## src/rtl/hap_pkg.sv

```systemverilog
package hap_pkg;

    localparam int CODE_W     = 3;
    localparam int CODE_MAX   = 6;
    localparam int CODE_RESET = 3;

    typedef struct packed {
        logic              pos_hi;
        logic              pos_lo;
        logic              neg_hi;
        logic              neg_lo;
        logic              ovd_pos;
        logic              ovd_neg;
        logic              reg_en;
        logic [CODE_W-1:0] code;
        logic              st_sup;
        logic              st_reg;
        logic              st_temp;
    } drv_state_t;

    localparam drv_state_t DRV_RESET = '{
        pos_hi:  1'b0,
        pos_lo:  1'b1,
        neg_hi:  1'b0,
        neg_lo:  1'b1,
        ovd_pos: 1'b0,
        ovd_neg: 1'b0,
        reg_en:  1'b0,
        code:    CODE_W'(CODE_RESET),
        st_sup:  1'b0,
        st_reg:  1'b0,
        st_temp: 1'b0
    };

endpackage

```

## src/rtl/hap_sync.sv

```systemverilog
module hap_sync #(
    parameter int STAGES = 2
) (
    input  logic clk,
    input  logic rst_n,
    input  logic async_i,
    output logic sync_o
);
    logic [STAGES-1:0] chain_q;
    logic [STAGES-1:0] chain_d;

    generate
        if (STAGES == 1) begin : g_one
            always_comb chain_d = async_i;
        end else begin : g_many
            always_comb chain_d = {chain_q[STAGES-2:0], async_i};
        end
    endgenerate

    always_ff @(posedge clk or negedge rst_n) begin
        if (!rst_n) chain_q <= '0;
        else        chain_q <= chain_d;
    end

    assign sync_o = chain_q[STAGES-1];
endmodule

```

## src/rtl/hap_code_clamp.sv

```systemverilog
module hap_code_clamp #(
    parameter int W   = 3,
    parameter int MAX = 6
) (
    input  logic [W-1:0] code_i,
    output logic [W-1:0] code_o
);
    localparam logic [W-1:0] LIMIT = W'(MAX);

    always_comb begin
        if (code_i > LIMIT) code_o = LIMIT;
        else                code_o = code_i;
    end
endmodule

```

## src/rtl/hap_drive_ctrl.sv

```systemverilog
module hap_drive_ctrl
    import hap_pkg::*;
#(
    parameter int SYNC_STAGES = 2
) (
    input  logic              clk,
    input  logic              rst_n,
    input  logic              motor_en_pin,
    input  logic              cfg_drive_en,
    input  logic              cfg_ovd_en,
    input  logic              cfg_ovd_pol,
    input  logic [CODE_W-1:0] cfg_vcode,
    input  logic              flag_supply_ok,
    input  logic              flag_reg_ok,
    input  logic              flag_overtemp,
    output logic              pos_hi,
    output logic              pos_lo,
    output logic              neg_hi,
    output logic              neg_lo,
    output logic              ovd_pos_rail,
    output logic              ovd_neg_rail,
    output logic              reg_en,
    output logic [CODE_W-1:0] reg_code,
    output logic              stat_supply_ok,
    output logic              stat_reg_ok,
    output logic              stat_temp_ok
);
    logic              pin_s;
    logic [CODE_W-1:0] code_c;
    logic              allow;
    drv_state_t        st_d;
    drv_state_t        st_q;

    hap_sync #(.STAGES(SYNC_STAGES)) u_sync (
        .clk     (clk),
        .rst_n   (rst_n),
        .async_i (motor_en_pin),
        .sync_o  (pin_s)
    );

    hap_code_clamp #(.W(CODE_W), .MAX(CODE_MAX)) u_clamp (
        .code_i (cfg_vcode),
        .code_o (code_c)
    );

    always_comb begin
        st_d    = st_q;
        allow   = pin_s & cfg_drive_en & flag_supply_ok & ~flag_overtemp;
        if (allow) begin
            st_d.pos_hi = 1'b1;
            st_d.pos_lo = 1'b0;
        end else begin
            st_d.pos_hi = 1'b0;
            st_d.pos_lo = 1'b1;
        end
        st_d.neg_hi  = 1'b0;
        st_d.neg_lo  = 1'b1;
        st_d.ovd_pos = allow & cfg_ovd_en & cfg_ovd_pol;
        st_d.ovd_neg = allow & cfg_ovd_en & ~cfg_ovd_pol;
        st_d.reg_en  = allow;
        st_d.code    = code_c;
        st_d.st_sup  = flag_supply_ok;
        st_d.st_reg  = flag_reg_ok;
        st_d.st_temp = ~flag_overtemp;
    end

    always_ff @(posedge clk or negedge rst_n) begin
        if (!rst_n) st_q <= DRV_RESET;
        else        st_q <= st_d;
    end

    assign pos_hi         = st_q.pos_hi;
    assign pos_lo         = st_q.pos_lo;
    assign neg_hi         = st_q.neg_hi;
    assign neg_lo         = st_q.neg_lo;
    assign ovd_pos_rail   = st_q.ovd_pos;
    assign ovd_neg_rail   = st_q.ovd_neg;
    assign reg_en         = st_q.reg_en;
    assign reg_code       = st_q.code;
    assign stat_supply_ok = st_q.st_sup;
    assign stat_reg_ok    = st_q.st_reg;
    assign stat_temp_ok   = st_q.st_temp;


    pin_low_idle_chk: assert property (@(posedge clk) disable iff (!rst_n)
        !pin_s |=> (pos_lo && neg_lo && !pos_hi && !neg_hi && !reg_en));


    powerdown_chk: assert property (@(posedge clk) disable iff (!rst_n)
        !cfg_drive_en |=> (!reg_en && !pos_hi));


    overtemp_idle_chk: assert property (@(posedge clk) disable iff (!rst_n)
        flag_overtemp |=> (!pos_hi && !reg_en && !stat_temp_ok));


    rail_exclusive_chk: assert property (@(posedge clk) disable iff (!rst_n)
        !(ovd_pos_rail && ovd_neg_rail));


    rail_only_driving_chk: assert property (@(posedge clk) disable iff (!rst_n)
        (ovd_pos_rail || ovd_neg_rail) |-> pos_hi);


    code_in_range_chk: assert property (@(posedge clk) disable iff (!rst_n)
        reg_code <= CODE_W'(CODE_MAX));


    no_shoot_through_chk: assert property (@(posedge clk) disable iff (!rst_n)
        !(pos_hi && pos_lo) && !(neg_hi && neg_lo));
endmodule

```

## config.mk

```make
export PLATFORM = sky130hd
export DESIGN_NAME = hap_drive_ctrl
export DESIGN_NICKNAME = d
export VERILOG_FILES = /design/src/rtl/hap_pkg.sv /design/src/rtl/hap_sync.sv /design/src/rtl/hap_code_clamp.sv /design/src/rtl/hap_drive_ctrl.sv
export SDC_FILE = /design/constraint.sdc
export NUM_CORES = 1
export LEC_CHECK = 0
export BUFFER_PORTS_ARGS = -buffer_cell sky130_fd_sc_hd__clkbuf_2
export CAP_MARGIN = 20
export CELL_PAD_IN_SITES_DETAIL_PLACEMENT = 1
export CELL_PAD_IN_SITES_GLOBAL_PLACEMENT = 1
export CORE_MARGIN = 8
export CORE_UTILIZATION = 26
export DETAILED_ROUTE_END_ITERATION = 7
export MAX_ROUTING_LAYER = met4
export PLACE_DENSITY = 0.72
export RECOVER_POWER = 50
export SLEW_MARGIN = 20
export SYNTH_ARGS = -nofsm -noshare
export SYNTH_HDL_FRONTEND = slang
export SYNTH_HIERARCHICAL = 1
export SYNTH_SLANG_ARGS = --single-unit
```

## constraint.sdc

```tcl
create_clock -name clk -period 0.8 [get_ports clk]
set_input_delay 0.16 -clock clk [delete_from_list [all_inputs] [get_ports clk]]
set_output_delay 0.16 -clock clk [all_outputs]
set_load 0.05 [all_outputs]
```

==> flow_metrics.tcl, run 1 <==
set metrics [dict create \
    highest_layer "met4" \
    violations "negative setup slack" \
    final_hold_viol_count 0 \
    die_w_um 55.4 \
    cts_buffer_depth 2 \
    coreArea_um2 1490 \
    final-setup-viol-count 11 \
    cp-end-kind "output pin" \
    die_h_um 55.4 \
    clock.fmax_mhz 890 \
    grt_start_max_net_pins 13 \
    required_ns 0.64 \
    multi_input_area_um2 67.6 \
    first_global_vias 336 \
    rows 14 \
    htreeDepth 1 \
    fillers 150 \
    cp_num_buf_inv 1 \
    syn_area_um2 404 \
    synthesis.nets 41 \
    wl_met3_um 65 \
    cts_tree "built" \
    num_vias 282 \
    drt_pre_antenna_iters 2 \
    via_per_inst 4.03 \
    vdd_drop_max_v 0.000867 \
    top_regs "reg_code x3, u_sync/chain_q x2" \
    ioPinCount 25 \
    drtIter0Drc 1 \
    gp_congestion 0.582 \
    dieArea_um2 3070 \
    path_max_fanout 1 \
    cp-start-kind "register" \
    yosysWarnings 6 \
    start_util 0.271 \
    setup_ws_ns -0.323 \
    p_leak_nw 0.351 \
    drive_above_1_share 0.537 \
    slowest_delay_ns 0.54 \
    ff_latch_area_um2 305 \
    slowest_stage "dfstp_2" \
    drc 0 \
    fin_cells 70 \
    final.setup_skew_ns 0.00108 \
    numClockSinks 12 \
    wl_um 986 \
    worst-setup-path-type "reg2out" \
    place_inst 62 \
    post_cts_buffers 0 \
    largest_register_ffs 3 \
    cts_buffers 3 \
    period_minus_slack_ns 1.12 \
    clk_latency_ns 0.27 \
    final_nets 67 \
    dr_wl_met2_um 565 \
    met1Wirelength_um 320 \
    power.density_nw_per_um2 1930 \
    rsz0062_at_grt "yes" \
    hp-class "in2reg" \
    cp_cell_sequence "clkbuf_16" \
    top_register "reg_code" \
    n_antenna_cell 0 \
    syn_to_final_growth_pct 76.5 \
    layout_common_cells "clkbuf_2 (8), buf_8 (8), dfrtp_1 (8), dlygate4sd3_1 (4)" \
    path_delay_family "flip-flops" \
    seq_area_frac_synth 0.752 \
    slew_violations 0 \
    clockRootBuffer "clkbuf_4" \
    io_buffers 22 \
    synth_area_per_cell_um2 13.9 \
    grt-ovfl-total 0 \
    tns_ns -2.40 \
    arrival_ns 0.96 \
    grt_pass1_wl_um 1630 \
    synthDistinctLibCells 13 \
    syn_inst 29 \
    grt_usage 0.0730 \
    wl_per_cell_um 14.1 \
    drv_cap 0 \
    fin_crit_sh 1.40 \
    ys_seq_elements 12 \
    antenna_found_initial 0 \
    ant_nets 0 \
    status "finished, violations left" \
    clkTransAtPathRegs_ns 0.08 \
]
## where the power goes
| group | leakage [nW] | internal [mW] | switching (mW) |
|---|---|---|---|
| registers | 0.141 | 0.637 | 0.0178 |
| clock network | 0.0210 | 0.276 | 0.198 |
| logic | 0.188 | 0.104 | 0.142 |
| total | 0.351 | 1.02 | 0.357 |
## cells by family (layout without fill, tap and decap cells)
family,after synthesis,count (layout),share of synthesized area
DFF,12,12,0.752
buffers and inverters,7,32,0.0929
other,2,2,0.0186
and+or+nand+nor,7,7,0.118
AOI/OAI and AO/OA,1,1,0.0186
## layout make-up
type	instances	area share
multi-input cells	10	0.0947
flip-flops and latches	12	0.428
clock buffers	4	0.0509
repair buffers	26	0.388
well taps	16	0.0281
inverters	2	0.0105
## layer usage
| metal | vias to the layer above | GRT usage |
|---|---|---|
| met5 | - | - |
| met2 | 15 | 0.114 |
| met1 | 133 | 0.0652 |
| li1 | 130 | - |
| met3 | 4 | 0.0342 |
| met4 | 0 | 0.0634 |
## synth_stat cells
cell type  instances  area share
dfrtp_1            9        0.56
buf_4              3       0.056
dfstp_2            3        0.20
clkbuf_1           2       0.019
conb_1             2       0.019
inv_1              2       0.019
nor2_1             2       0.019
a21boi_1           1       0.019
nand2_1            1      0.0093
nand3_1            1       0.012
nand3b_4           1       0.050
nor3_1             1       0.012
or2_1              1       0.015
## worst paths after layout
kind	from	end	slack [ns]	depth (start not counted)
worst max-delay path	pos_lo	pos_lo	-0.32	1
min in group asynchronous	rst_n	reg_code[2]	0.31	2
max in group asynchronous	rst_n	pos_lo	0.21	2
worst min register to register	u_sync/chain_q[0]	u_sync/chain_q[1]	0.36	0
worst min-delay path	cfg_vcode[2]	reg_code[2]	0.02	1
worst max register to register	u_sync/chain_q[1]	pos_lo	0.03	2
## metrics by stage
stage | hold WS, ns | cell area, µm² | util | worst slack (ns) | power, mW
floorplan | -0.136 | 413 | - | -0.0570 | 0.783
global placement | 0.0480 | 536 | 0.360 | -0.115 | 0.854
detailed placement | 0.0566 | 536 | 0.360 | -0.119 | 0.861
CTS | 0.0101 | 702 | 0.471 | -0.333 | 1.38
global route | 0.0125 | 713 | 0.479 | -0.357 | 1.43
finish | 0.0229 | 713 | 0.479 | -0.323 | 1.37
## timing repair
action,in CTS,in global routing
gates resized for setup,19,9
pin swaps,0,1
hold buffers,4,0
endpoints found under the hold margin,12,0
endpoints found under the setup margin,11,13
Power figures use the tool's default switching activity.
==> run 2: changes to the inputs <==
--- a/config.mk
+++ b/config.mk
@@ -9,11 +9,13 @@
 export CAP_MARGIN = 20
 export CELL_PAD_IN_SITES_DETAIL_PLACEMENT = 1
 export CELL_PAD_IN_SITES_GLOBAL_PLACEMENT = 1
-export CORE_MARGIN = 8
-export CORE_UTILIZATION = 26
+export CORE_MARGIN = 2
+export CORE_UTILIZATION = 28
+export CTS_BUF_LIST = sky130_fd_sc_hd__clkbuf_8
 export DETAILED_ROUTE_END_ITERATION = 7
+export GPL_ROUTABILITY_DRIVEN = 0
 export MAX_ROUTING_LAYER = met4
-export PLACE_DENSITY = 0.72
+export PLACE_DENSITY = 0.76
 export RECOVER_POWER = 50
 export SLEW_MARGIN = 20
 export SYNTH_ARGS = -nofsm -noshare
==> flow_metrics.tcl, run 2 (synthesis gave the netlist of run 1 again) <==
set metrics [dict create \
    cp-start-kind "register" \
    wl_um 859 \
    slew_violations 0 \
    cts_tree "built" \
    via_per_inst 4.20 \
    rsz0062_at_grt "yes" \
    path_max_fanout 1 \
    antenna_found_initial 0 \
    power_frac_clock 0.422 \
    cts_buffers 3 \
    drc 0 \
    clockRootBuffer "clkbuf_8" \
    drtIter0Drc 4 \
    final.setup_skew_ns 0.00462 \
    power.share.sequential 0.427 \
    post_cts_buffers 0 \
    rows 13 \
    wl_per_cell_um 13.0 \
    setup_ws_ns -0.295 \
    period_minus_slack_ns 1.09 \
    num_vias 277 \
    violations "negative setup slack" \
    dieArea_um2 1760 \
    cp-end-kind "output pin" \
    htreeDepth 1 \
    syn_to_final_growth_pct 74.3 \
    largest_register_ffs 3 \
    fin_cells 66 \
    fillers 135 \
    switching_share 0.241 \
    grt_usage 0.122 \
    reg2reg_from "u_sync/chain_q[1]" \
    top_register "reg_code" \
    required_ns 0.64 \
    slowest_delay_ns 0.54 \
    switchingPower_mw 0.371 \
    clkTransAtPathRegs_ns 0.05 \
    power.density_nw_per_um2 2190 \
    cts_buffer_depth 2 \
    arrival_ns 0.93 \
    grt-ovfl-total 0 \
    grt_pass1_wl_um 1410 \
    place_inst 61 \
    n_antenna_cell 0 \
    total_power_mw 1.54 \
    top_regs "reg_code x3, u_sync/chain_q x2" \
    grt_start_max_net_pins 13 \
    p_comb_frac 0.152 \
    worst-setup-path-type "reg2out" \
    final_nets 64 \
    clk_latency_ns 0.24 \
    path_delay_family "flip-flops" \
    layout_common_cells "buf_8 (8), dfrtp_1 (8), clkbuf_2 (7), clkbuf_8 (4), clkbuf_1 (4)" \
    io_buffers 22 \
    place_ws_ns -0.121 \
    final_core_util 0.535 \
    start_util 0.307 \
    coreArea_um2 1320 \
    first_global_vias 298 \
    die_h_um 42.0 \
    clock.fmax_mhz 913 \
    cp_cell_sequence "clkbuf_16" \
    internal-power_mw 1.17 \
    drt_pre_antenna_iters 4 \
    cp-startpoint "pos_lo" \
    cp_num_buf_inv 1 \
    ant_nets 0 \
    ioPinCount 25 \
    hp-class "in2reg" \
    status "finished, violations left" \
    drive_above_1_share 0.529 \
    rrSetupSlack_ns 0.04 \
    numClockSinks 12 \
    die_w_um 42.0 \
    vdd_drop_max_v 0.00130 \
    final_hold_viol_count 0 \
    drv_cap 0 \
    p_leak_nw 0.347 \
    slowest_stage "dfstp_2" \
    fin_crit_sh 1.37 \
    final-setup-viol-count 11 \
    hold_start "cfg_vcode[1]" \
]
## run 2: changes by cell type in the layout (fill, tap and decap cells not counted), sizes merged
cell / before / now
dlygate4sd3: 4 / 1
buf: 10 / 8
clkbuf: 16 / 18
## run 2: per-stage QoR
| stage | hold slack, ns | instance area [µm²] | setup TNS (ns) |
|---|---|---|---|
| global route | 0.0135 | 704 | -2.30 |
| CTS | 0.0152 | 699 | -2.19 |
| floorplan | -0.136 | 413 | -0.104 |
| detailed placement | 0.0598 | 504 | -0.360 |
| finish | 0.0208 | 704 | -2.08 |
| global placement | 0.0494 | 504 | -0.350 |
## run 2: power by group through the flow
stage	logic (mW)	clock network [mW]	registers, mW
6_report	0.233	0.649	0.657
5_1_grt	0.245	0.698	0.659
4_1_cts	0.232	0.676	0.653
3_5_place_dp	0.180	0	0.657
3_3_place_gp	0.176	0	0.655
2_1_floorplan	0.0536	0	0.729
## run 2: path summary, 6_finish.rpt
kind | cells after the start | to
worst max-delay path | 1 | pos_lo
worst min-delay path | 1 | reg_code[1]
worst max register to register | 2 | pos_lo
worst min register to register | 0 | u_sync/chain_q[1]
max in group asynchronous | 2 | reg_code[1]
min in group asynchronous | 2 | stat_temp_ok
## run 2: area by class of cell
cell class                      count  area, µm²  share of cell area
Tap cell                           15       18.8              0.0266
Timing Repair Buffer               23        255               0.362
Clock buffer                        4       55.1              0.0782
Inverter                            2       7.51              0.0107
Sequential cell                    12        305               0.433
Multi-Input combinational cell     10       62.6              0.0888
## run 2: timing repair
action / in CTS / in global routing
gates cloned: 0 / 0
resized for setup: 25 / 8
hold buffers: 1 / 0
endpoints found under the setup margin: 11 / 11
endpoints found under the hold margin: 9 / 0
## run 2: metal layers
layer | share of wire | GRT usage | routed length, µm
met4 | 0.012 | 0.0581 | 10
met5 | 0 | - | 0
met2 | 0.55 | 0.216 | 471
met1 | 0.27 | 0.0889 | 236
met3 | 0.16 | 0.0862 | 141
